`config.mk`:
```
export PLATFORM = sky130hd
export DESIGN_NAME = opc_format_decoder
export DESIGN_NICKNAME = d
export VERILOG_FILES = /design/src/rtl/ofd_pkg.sv /design/src/rtl/ofd_family.sv /design/src/rtl/ofd_fields.sv /design/src/rtl/ofd_target.sv /design/src/rtl/opc_format_decoder.sv
export SDC_FILE = /design/constraint.sdc
export NUM_CORES = 1
export LEC_CHECK = 0
export BUFFER_PORTS_ARGS = -buffer_cell sky130_fd_sc_hd__buf_4
export CORE_UTILIZATION = 50
export DETAILED_ROUTE_END_ITERATION = 8
export PLACE_DENSITY = 0.91
export SYNTH_ARGS = -nofsm -noshare
export SYNTH_HDL_FRONTEND = slang
export SYNTH_SLANG_ARGS = --single-unit
```
`constraint.sdc`:
```
create_clock -name vclk -period 3.5
set_input_delay 0.35 -clock vclk [all_inputs]
set_output_delay 0.35 -clock vclk [all_outputs]
set_load 0.01 [all_outputs]
```
`src/rtl/ofd_pkg.sv`:
```
package ofd_pkg;

   localparam int OP_W  = 8;
   localparam int LEN_W = 2;
   localparam int CYC_W = 2;
   localparam int CLS_W = 4;

   typedef enum logic [CLS_W-1:0] {
      CL_ILLEGAL  = 4'd0,
      CL_ALU      = 4'd1,
      CL_MOVE     = 4'd2,
      CL_JUMP     = 4'd3,
      CL_CALL     = 4'd4,
      CL_BRANCH   = 4'd5,
      CL_RETURN   = 4'd6,
      CL_PORT     = 4'd7,
      CL_EXPANDER = 4'd8,
      CL_CONTROL  = 4'd9
   } op_class_e;

   // Where the operand fields live for a given opcode family
   typedef enum logic [3:0] {
      FMT_NONE,
      FMT_REG,
      FMT_IND,
      FMT_IMM,
      FMT_FAR,
      FMT_NEAR,
      FMT_REG_NEAR,
      FMT_PORT,
      FMT_EXP,
      FMT_REG_IMM,
      FMT_IND_IMM
   } op_fmt_e;

   typedef struct packed {
      op_class_e        cls;
      op_fmt_e          fmt;
      logic [LEN_W-1:0] len;
      logic [CYC_W-1:0] cyc;
   } dec_t;

   function automatic dec_t mk(op_class_e c, op_fmt_e f, int l, int n);
      dec_t d;
      d.cls = c;
      d.fmt = f;
      d.len = LEN_W'(l);
      d.cyc = CYC_W'(n);
      return d;
   endfunction

endpackage

```
`src/rtl/ofd_family.sv`:
```
module ofd_family
   import ofd_pkg::*;
(
   input  logic [OP_W-1:0]  op_i,
   output op_class_e        cls_o,
   output op_fmt_e          fmt_o,
   output logic [LEN_W-1:0] len_o,
   output logic [CYC_W-1:0] cyc_o,
   output logic             illegal_o
);

   dec_t d;

   always_comb begin
      casez (op_i)
         // register-direct groups
         8'b0110_1???, 8'b0111_1???, 8'b0101_1???, 8'b0001_1???,
         8'b0100_1???, 8'b1101_1???:  d = mk(CL_ALU,  FMT_REG, 1, 1);
         8'b1111_1???, 8'b1010_1???,
         8'b0010_1???:                d = mk(CL_MOVE, FMT_REG, 1, 1);
         8'b1011_1???:                d = mk(CL_MOVE, FMT_REG_IMM, 2, 2);
         8'b1110_1???:                d = mk(CL_BRANCH, FMT_REG_NEAR, 2, 2);
         // indirect groups
         8'b0110_000?, 8'b0111_000?, 8'b0101_000?, 8'b0100_000?,
         8'b1101_000?:                d = mk(CL_ALU,  FMT_IND, 1, 1);
         8'b1111_000?, 8'b1010_000?, 8'b0010_000?,
         8'b0011_000?:                d = mk(CL_MOVE, FMT_IND, 1, 1);
         8'b1011_000?:                d = mk(CL_MOVE, FMT_IND_IMM, 2, 2);
         // immediate to accumulator
         8'h03, 8'h13, 8'h43, 8'h53,
         8'hD3:                       d = mk(CL_ALU,  FMT_IMM, 2, 2);
         8'h23:                       d = mk(CL_MOVE, FMT_IMM, 2, 2);
         // expander and port transfers
         8'b0000_11??, 8'b0011_11??, 8'b1000_11??,
         8'b1001_11??:                d = mk(CL_EXPANDER, FMT_EXP, 1, 2);
         8'h09, 8'h0A, 8'h39, 8'h3A:  d = mk(CL_PORT, FMT_PORT, 1, 2);
         // long transfers: page bits in the top three opcode bits
         8'b???0_0100:                d = mk(CL_JUMP, FMT_FAR, 2, 2);
         8'b???1_0100:                d = mk(CL_CALL, FMT_FAR, 2, 2);
         // in-page conditional branches
         8'h16, 8'h56, 8'h96, 8'hC6, 8'hE6,
         8'hF6:                       d = mk(CL_BRANCH, FMT_NEAR, 2, 2);
         // implied single-byte forms
         8'h83:                       d = mk(CL_RETURN, FMT_NONE, 1, 2);
         8'hB3:                       d = mk(CL_JUMP, FMT_NONE, 1, 2);
         8'hA3:                       d = mk(CL_MOVE, FMT_NONE, 1, 2);
         8'h42, 8'h62:                d = mk(CL_MOVE, FMT_NONE, 1, 1);
         8'h27, 8'h37, 8'h57, 8'h07, 8'h17, 8'hE7, 8'hF7, 8'h77,
         8'h67, 8'h47:                d = mk(CL_ALU, FMT_NONE, 1, 1);
         8'h00, 8'h97, 8'hA7, 8'h85, 8'hA5, 8'h95, 8'hB5, 8'h65,
         8'h45, 8'h55:                d = mk(CL_CONTROL, FMT_NONE, 1, 1);
         default:                     d = mk(CL_ILLEGAL, FMT_NONE, 1, 1);
      endcase
   end

   assign cls_o     = d.cls;
   assign fmt_o     = d.fmt;
   assign len_o     = d.len;
   assign cyc_o     = d.cyc;
   assign illegal_o = (d.cls == CL_ILLEGAL);

   always_comb begin

      illegal_shape_chk: assert (!illegal_o || (len_o == LEN_W'(1) && cyc_o == CYC_W'(1) && fmt_o == FMT_NONE))
         else $error("illegal opcode reports wrong shape");

      two_byte_cycles_chk: assert (len_o != LEN_W'(2) || cyc_o == CYC_W'(2))
         else $error("two-byte instruction not two cycles");
   end

endmodule

```
`src/rtl/ofd_fields.sv`:
```
module ofd_fields
   import ofd_pkg::*;
#(
   parameter bit ZERO_UNUSED = 1'b1
)(
   input  logic [OP_W-1:0] op_i,
   input  logic [OP_W-1:0] nxt_i,
   input  op_fmt_e         fmt_i,
   output logic            reg_v_o,
   output logic [2:0]      reg_o,
   output logic            ptr_v_o,
   output logic            ptr_o,
   output logic            port_v_o,
   output logic [1:0]      port_o,
   output logic            exp_v_o,
   output logic [1:0]      exp_o,
   output logic            imm_v_o,
   output logic [OP_W-1:0] imm_o
);

   always_comb begin
      reg_v_o  = (fmt_i == FMT_REG) || (fmt_i == FMT_REG_NEAR) || (fmt_i == FMT_REG_IMM);
      ptr_v_o  = (fmt_i == FMT_IND) || (fmt_i == FMT_IND_IMM);
      port_v_o = (fmt_i == FMT_PORT);
      exp_v_o  = (fmt_i == FMT_EXP);
      imm_v_o  = (fmt_i == FMT_IMM) || (fmt_i == FMT_REG_IMM) || (fmt_i == FMT_IND_IMM);
   end

   generate
      if (ZERO_UNUSED) begin : g_masked
         assign reg_o  = reg_v_o  ? op_i[2:0] : 3'd0;
         assign ptr_o  = ptr_v_o  ? op_i[0]   : 1'b0;
         assign port_o = port_v_o ? op_i[1:0] : 2'd0;
         assign exp_o  = exp_v_o  ? op_i[1:0] : 2'd0;
         assign imm_o  = imm_v_o  ? nxt_i     : '0;

         always_comb begin

            unused_zero_chk: assert ((reg_v_o || reg_o == 3'd0) && (ptr_v_o || !ptr_o) &&
                                     (port_v_o || port_o == 2'd0) && (exp_v_o || exp_o == 2'd0) &&
                                     (imm_v_o || imm_o == '0))
               else $error("unused field not zero");
         end
      end else begin : g_raw
         assign reg_o  = op_i[2:0];
         assign ptr_o  = op_i[0];
         assign port_o = op_i[1:0];
         assign exp_o  = op_i[1:0];
         assign imm_o  = nxt_i;
      end
   endgenerate

   always_comb begin

      one_field_chk: assert ($onehot0({reg_v_o, ptr_v_o, port_v_o, exp_v_o}))
         else $error("more than one operand field valid");
   end

endmodule

```
`src/rtl/ofd_target.sv`:
```
module ofd_target
   import ofd_pkg::*;
#(
   parameter int ADDR_W = 11
)(
   input  logic [OP_W-1:0]   op_i,
   input  logic [OP_W-1:0]   nxt_i,
   input  op_fmt_e           fmt_i,
   output logic              tgt_v_o,
   output logic              tgt_page_o,
   output logic [ADDR_W-1:0] tgt_o
);

   localparam int HI_W = ADDR_W - OP_W;

   logic far_q;
   logic near_q;

   assign far_q      = (fmt_i == FMT_FAR);
   assign near_q     = (fmt_i == FMT_NEAR) || (fmt_i == FMT_REG_NEAR);
   assign tgt_v_o    = far_q || near_q;
   assign tgt_page_o = near_q;

   always_comb begin
      if (far_q)       tgt_o = {op_i[OP_W-1 -: HI_W], nxt_i};
      else if (near_q) tgt_o = {{HI_W{1'b0}}, nxt_i};
      else             tgt_o = '0;
   end

endmodule

```
`src/rtl/opc_format_decoder.sv`:
```
module opc_format_decoder
   import ofd_pkg::*;
#(
   parameter int ADDR_W      = 11,
   parameter bit ZERO_UNUSED = 1'b1
)(
   input  logic [7:0]        op_i,
   input  logic [7:0]        nxt_i,
   output logic [3:0]        class_o,
   output logic [1:0]        len_o,
   output logic [1:0]        cyc_o,
   output logic              illegal_o,
   output logic              reg_v_o,
   output logic [2:0]        reg_o,
   output logic              ptr_v_o,
   output logic              ptr_o,
   output logic              port_v_o,
   output logic [1:0]        port_o,
   output logic              exp_v_o,
   output logic [1:0]        exp_o,
   output logic              tgt_v_o,
   output logic              tgt_page_o,
   output logic [ADDR_W-1:0] tgt_o,
   output logic              imm_v_o,
   output logic [7:0]        imm_o
);

   localparam int HI_W = ADDR_W - OP_W;

   generate
      if (HI_W != 3) begin : g_bad_addr
         $error("ADDR_W must be 11: three page bits come from the opcode");
      end
   endgenerate

   op_class_e cls_w;
   op_fmt_e   fmt_w;

   ofd_family u_family (
      .op_i      (op_i),
      .cls_o     (cls_w),
      .fmt_o     (fmt_w),
      .len_o     (len_o),
      .cyc_o     (cyc_o),
      .illegal_o (illegal_o)
   );

   ofd_fields #(.ZERO_UNUSED(ZERO_UNUSED)) u_fields (
      .op_i     (op_i),
      .nxt_i    (nxt_i),
      .fmt_i    (fmt_w),
      .reg_v_o  (reg_v_o),
      .reg_o    (reg_o),
      .ptr_v_o  (ptr_v_o),
      .ptr_o    (ptr_o),
      .port_v_o (port_v_o),
      .port_o   (port_o),
      .exp_v_o  (exp_v_o),
      .exp_o    (exp_o),
      .imm_v_o  (imm_v_o),
      .imm_o    (imm_o)
   );

   ofd_target #(.ADDR_W(ADDR_W)) u_target (
      .op_i       (op_i),
      .nxt_i      (nxt_i),
      .fmt_i      (fmt_w),
      .tgt_v_o    (tgt_v_o),
      .tgt_page_o (tgt_page_o),
      .tgt_o      (tgt_o)
   );

   assign class_o = cls_w;

   always_comb begin

      target_len_chk: assert (!tgt_v_o || len_o == 2'd2)
         else $error("target on a one-byte instruction");

      page_upper_chk: assert (!tgt_page_o || (tgt_v_o && tgt_o[ADDR_W-1:8] == '0))
         else $error("page-relative target has upper bits");

      imm_len_chk: assert (!imm_v_o || len_o == 2'd2)
         else $error("immediate on a one-byte instruction");

      illegal_quiet_chk: assert (!illegal_o || !(reg_v_o || ptr_v_o || port_v_o || exp_v_o || tgt_v_o || imm_v_o))
         else $error("illegal opcode has a valid field");
   end

endmodule

```
==> results.md, run 1 <==
Pwr:
- The design internal power is 0.0740 mW.
- Of the total power, combinational logic draws 1.000.
- The switching power share of the total is 0.542.
- Across the VDD grid, the largest voltage drop is 73.5 uV.
- The standby leakage power is 0.663 nW.
- Of the total power, registers draw 0.
- In this run the power density over the cells is 117 mW/mm2.
- The clock network fraction of total power is 0.
- Summed over all nets, the switching power comes to 0.0877 mW.

Hold path:
- The tightest min-delay check is of the primary input to output port type.

Clock network:
- The number of setup buffers added after CTS is 0.
- After clock tree synthesis, the flow added hold-fix buffers numbering 0.
- Gates resized during post-CTS repair numbered 0.

Worst setup path:
- STA puts the critical path data required time at 3.15 ns.
- STA classifies the critical path startpoint as a primary input.
- Along the worst path, the maximum fanout reaches 17.
- The worst path arrival time is 2.30 ns.
- The class of the most critical setup path is primary input to output port.
- The worst setup path is captured at an output port.

Place:
- Summed over all nets, the half-perimeter wirelength after detailed placement is 2650 um.
- In this run, placement finished with an instance count of 225.
- The routability congestion estimate is 0.944.
- The setup slack after placement is 0.876 ns.
- The instance area at placement is 0.00138 mm2.
- The number of buffer cells added on primary ports is 59.

Synthesis:
- Yosys instantiated no cell more often than sky130_fd_sc_hd__and2_1.
- The number of synthesis warnings is 0.
- The share of synthesized area in the top cell type comes to 0.168.
- For this run, the register share of the synthesized area comes to 0.
- The total standard cell area after synthesis is 970 um2.
- The synthesized netlist net count is 171.
- The count of cell types in the netlist is 49.
- A synthesized cell averages 6.26 um2.
- By area the synthesized netlist is led by sky130_fd_sc_hd__and2_1 (17%), sky130_fd_sc_hd__nand2_1 (5.4%), sky130_fd_sc_hd__nor2_1 (5.4%).
- In the synthesized netlist, the cells that appear most often are sky130_fd_sc_hd__and2_1 (26), sky130_fd_sc_hd__nand2_1 (14), sky130_fd_sc_hd__nor2_1 (14), sky130_fd_sc_hd__buf_2 (8), sky130_fd_sc_hd__nor3_1 (6).
- The leading area contributor after synthesis is sky130_fd_sc_hd__and2_1.
- Synthesis produced a netlist whose cell count is 155.

Routing:
- Summing over every cut layer, the via total after detailed routing is 1383.
- After detailed routing, the wire length on met1 is 1320 um.
- For this run, design rule violations remaining after detail routing come to 0.
- The mean routed wirelength per cell is 15.3 um.
- The residual antenna-violating net count after detailed routing is 0.
- The topmost layer with routed signal wires is met4.
- The met3 wirelength from detailed routing is 369 um.
- After the first detailed-routing iteration, the DRC count stood at 51.
- The pre-antenna-repair detailed-routing pass consisted of 4 iterations.
- After detailed routing, the number of vias per cell comes to 6.15.
- In the detailed route, the total length drawn on met2 is 1710 um.
- For this block, the routed nets add up to 3450 um of wire.

Final layout:
- With fillers left out, the area of the finished cells amounts to 0.00138 mm2.
- The number of cells in the finished layout apart from fillers is 225.
- Summing all flip-flop and latch instances after layout gives 0 um2.
- For this run, the post-layout net count is 218.
- There are 0 flip-flops and latches.
- The diode insertion count for antenna repair is 0.
- The count of fill cells added during filler insertion is 160.
- The number of clock buffers in the layout is 0.
- From synthesis to final layout, the design area changed by 42.1%.
- In the final layout, the share of cells above drive strength 1 is 0.310.
- The area of the multi-input gates is 885 um2.

STA:
- The tightest hold margin is 0.991 ns.
- The setup violation total in the final timing report is 0.
- The final critical path time including I/O delays and setup is 2.65 ns.
- Derived from the worst setup path, the maximum achievable clock frequency is 377 MHz.
- Setup repair after global routing left no endpoint under its margin.
- For the pin with the worst max-slew slack, the measured transition is 0.691 ns.
- The setup slack after layout is 0.846 ns.
- In this run the tightest slew margin relative to its limit is 0.534.
- The total count of max-transition violations in the final report came to 0.
- Adding up every negative setup slack in the final design gives 0 ns.
- The final number of hold-violating endpoints came to 0.
- Dividing the final minimum period by the clock period gives 0.758.

Floorplan:
- In this run the vertical extent of the chip is 46.0 um.
- 59 I/O pins were placed.
- The starting utilization of the core area is 0.550.
- The floorplan step defined a die boundary enclosing 0.00212 mm2.
- The placement row count is 15.
- The region available for standard cell placement spans 0.00176 mm2.
- From left edge to right edge, the die measures 46.0 um.

Flow run:
- The count of max-cap constraint violations is 0.

GRT:
- The aggregate global-route resource usage is 0.323.
- The number of global-route vias before repair is 1123.
- The initial antenna violation count is 0.
- Entering global routing, the biggest net connects 25 pins.
- The first global-routing pass estimated 5040 um of wire.
- The aggregate global routing overflow is 0.

Status:
- The run finished with clean final reports.
## placed cells by master (no fill, tap or decap), drive strengths merged, types with 2 or more instances in the layout
cell type,instances
a211o,2
a21boi,6
a21oi,5
a22o,2
a32oi,2
and2,26
and4bb,2
buf,59
inv,5
nand2,14
nand2b,3
nand4bb,2
nor2,14
nor2b,4
nor3,6
nor4,3
nor4b,2
o21ai,6
o21bai,4
o22ai,2
o2bb2ai,3
o31a,2
o31ai,2
or2,2
or3,2
xnor2,2
## power groups by stage
stage,clock network [mW],logic (mW),registers (mW)
after floorplan,0,0.0944,0
final,0,0.162,0
after global routing,0,0.175,0
after global placement,0,0.156,0
after CTS,0,0.160,0
after detailed placement,0,0.160,0
## worst max-delay path, cell delays in order
cell and delay [ns]:
sky130_fd_sc_hd__buf_4 0.18, sky130_fd_sc_hd__nor4b_2 0.45, sky130_fd_sc_hd__nand2_1 0.14, sky130_fd_sc_hd__o2111a_1 0.32, sky130_fd_sc_hd__a21boi_1 0.52, sky130_fd_sc_hd__and2_1 0.22
sky130_fd_sc_hd__buf_4 0.12
## worst paths after layout
path                     start        to  slack (ns)  depth (start not counted)
worst min-delay path  nxt_i[5]  tgt_o[5]        0.99                          3
worst max-delay path   op_i[7]  tgt_o[2]        0.85                          7
## through the flow
| stage | power [mW] | utilization |
|---|---|---|
| 6_report | 0.162 | 0.781 |
| 3_3_place_gp | 0.156 | 0.781 |
| 4_1_cts | 0.160 | 0.781 |
| 2_1_floorplan | 0.0944 | - |
| 5_1_grt | 0.175 | 0.781 |
| 3_5_place_dp | 0.160 | 0.781 |
## logic make-up after synthesis
logic type,synth area share
simple gates,0.511
xor+xnor,0.0271
compound gates,0.374
buf+inv,0.0877
## cell type report
cell class         instances  area share
repair buffers            59       0.322
well taps                 25      0.0227
multi-input cells        136       0.642
inverters                  5      0.0136
## routing by layer
metal  up-vias  GRT usage
met2        93      0.592
met1       629      0.384
li1        655          -
met5         -          0
met4         0     0.0706
met3         6     0.0556
Power figures use the tool's default switching activity.
==> run 2, diff against run 1 <==
- CORE_UTILIZATION: 50 -> 42
- PLACE_DENSITY: 0.91 -> 0.81
- clock period: 3.5 -> 2.19 ns (I/O delays scaled with it)
==> run 2 against run 1 <==
  * Combinational power increased by 62%
  * Final area increased by 1.9%
  * Largest power group unchanged
  * Largest cell class unchanged
  * Global-route usage decreased by 5.7 points
  * First-iteration DRC count increased by 92%
  * Flip-flop and latch count unchanged
  * Non-clock buffer count increased by 3
==> results.md, run 2 (same netlist as run 1, synthesis figures left out) <==
Place:
- The HPWL after detailed placement is 2530 um (-4.7%).
- The routability congestion estimate is 0.932 (-1.2%).
- The setup slack after placement is 0.131 ns (-0.746 ns).
- The number of buffer cells added on primary ports is 59 (unchanged).
- The instance area at placement is 0.00140 mm2 (+1.9%).
- The cell count after placement is 231 (+2.7%).

STA:
- Dividing the final minimum period by the clock period gives 0.952.
- The final critical path time including I/O delays and setup is 2.08 ns.
- The transition time of the tightest slew-check pin is 0.613 ns (-0.0779 ns).
- Setup repair after global routing left no endpoint under its margin.
- The worst max-slew margin expressed relative to the limit came to 0.586 (+0.0526).
- The setup violation total in the final timing report was 0 (unchanged).
- Timing would allow up to 480 MHz.
- The total negative slack for setup checks is 0 ns (unchanged).
- The total count of max-transition violations in the final report came to 0 (unchanged).
- The setup slack after layout came to 0.106 ns (-0.740 ns).
- The final number of hold-violating endpoints was 0 (unchanged).
- The tightest hold margin is 0.730 ns (-0.261 ns).

Clock network:
- The quantity of hold-fixing buffers added after cts is 0 (unchanged).
- The buffer count from post-CTS setup fixing is 0 (unchanged).
- The post-cts resize count is 0 (unchanged).

Routing:
- The DRC marker count from the first detailed-route iteration is 98 (+92%).
- The number of remaining DRC errors was 0 (unchanged).
- The number of vias in the routed layout is 1380 (-0.22%).
- The average via count per standard cell came to 5.97 (-2.8%).
- The length of the first detailed-routing pass in iterations was 4 (unchanged).
- The residual antenna-violating net count after detailed routing is 0 (unchanged).
- The mean routed wirelength per cell was 14.6 um (-5.1%).
- The final routed wirelength across all metal layers was 3370 um (-2.5%).

GRT:
- The global-route wire length before repair is 5400 um (+7.1%).
- The aggregate global-route resource usage is 0.266 (-0.0567).
- The pin count of the biggest net entering global routing was 25 (unchanged).
- The initial antenna violation count came to 0 (unchanged).
- The aggregate global routing overflow was 0 (unchanged).
- The number of global-route vias before repair is 1114 (-0.80%).

Worst setup path:
- The total buffers and inverters traversed by the critical path is 3 (+1).
- Traced cell by cell, the critical path runs through buf_4 > nor4b_2 > and3_1 > a21oi_1 > a21boi_1 > buf_4 > or2_1 > buf_4.
- The largest incremental delay on the critical path is 0.36 ns (-0.16 ns).
- The maximum fanout along the worst path is 22 (+5).
- STA classifies the critical path startpoint as a primary input.
- The worst path arrival time is 1.87 ns (-0.43 ns).
- The most prevalent standard cell on the critical path is sky130_fd_sc_hd__buf_4.
- The critical path's slowest cell is sky130_fd_sc_hd__nor4b_2.
- The critical path is of the primary input to output port type.
- The cell family contributing the most delay on the critical path is simple AND/OR/NAND/NOR gates.
- The worst path required time was 1.97 ns (-1.18 ns).
- The worst setup path is captured at an output port.

Final layout:
- The design area is 0.00140 mm2 (+1.9%).
- The layout net count came to 221 (+1.4%).
- The diode insertion count for antenna repair came to 0 (unchanged).
- The area of the multi-input gates is 885 um2 (unchanged).
- The share of the core filled with cells in the final layout is 0.641 (-0.140).
- The sequential cell count is 0 (unchanged).
- The relative area change from synthesis to final layout is 44.8%.
- The fraction of final layout cells sized beyond drive strength 1 is 0.320 (+0.0102).
- Leaving out fill and tap cells, the most frequent cell in the layout is sky130_fd_sc_hd__buf_4.
- The number of clock buffers in the layout is 0 (unchanged).
- Leaving out fill and tap cells, the most frequent cells in the layout are sky130_fd_sc_hd__buf_4 (62), sky130_fd_sc_hd__and2_1 (26), sky130_fd_sc_hd__nand2_1 (14), sky130_fd_sc_hd__nor2_1 (14), sky130_fd_sc_hd__nor3_1 (6).
- The count of fill cells added during filler insertion was 214 (+34%).
- The sequential cell area was 0 um2 (unchanged).
- The number of cells in the finished layout apart from fillers is 231 (+2.7%).

Status:
- The run finished with clean final reports.

Flow run:
- The count of max-cap constraint violations is 0 (unchanged).

Pwr:
- The standby leakage power is 0.678 nW (+2.3%).
- The power density over the cells was 187 mW/mm2 (+59%).
- The maximum ir drop on the vdd rail came to 120 uV (+63%).
- The overall power after layout is 0.263 mW (+62%).

Floorplan:
- The starting utilization of the core area is 0.443 (-0.107).
- The number of top-level pins is 59 (unchanged).
- The vertical die dimension is 50.1 um (+8.7%).
- The floorplan die area came to 0.00251 mm2 (+18%).
- The overall die width was 50.1 um (+8.7%).
- The placeable core region is 0.00219 mm2 (+24%).
- The placement row count came to 17 (+2).

Hold path:
- The kind of path behind the tightest hold check is primary input to output port.
run 2: layer usage:
| layer | global-route usage | vias up | share of wire |
|---|---|---|---|
| met5 | 0 | - | 0 |
| met4 | 0.0238 | 0 | 0.0056 |
| met3 | 0.00926 | 2 | 0.091 |
| met2 | 0.418 | 82 | 0.46 |
| met1 | 0.406 | 634 | 0.44 |
| li1 | - | 662 | - |
run 2: layout make-up:
class,count,area share
inverter,5,0.0134
tap,28,0.0250
timing repair buffer,62,0.332
multi-input combinational,136,0.630
run 2: final timing paths:
| path | start | end | cells past startpoint |
|---|---|---|---|
| hold / removal | nxt_i[0] | imm_o[0] | 3 |
| setup / recovery | op_i[3] | len_o[1] | 8 |
run 2: tightest hold or removal path: stages:
cell,delay [ns]
sky130_fd_sc_hd__buf_4,0.08
sky130_fd_sc_hd__and2_1,0.10
sky130_fd_sc_hd__buf_4,0.11
run 2: report_power, final:
group	switching, mW	internal [mW]	total (mW)
combinational	0.141	0.122	0.263
sequential	0	0	0
clock	0	0	0
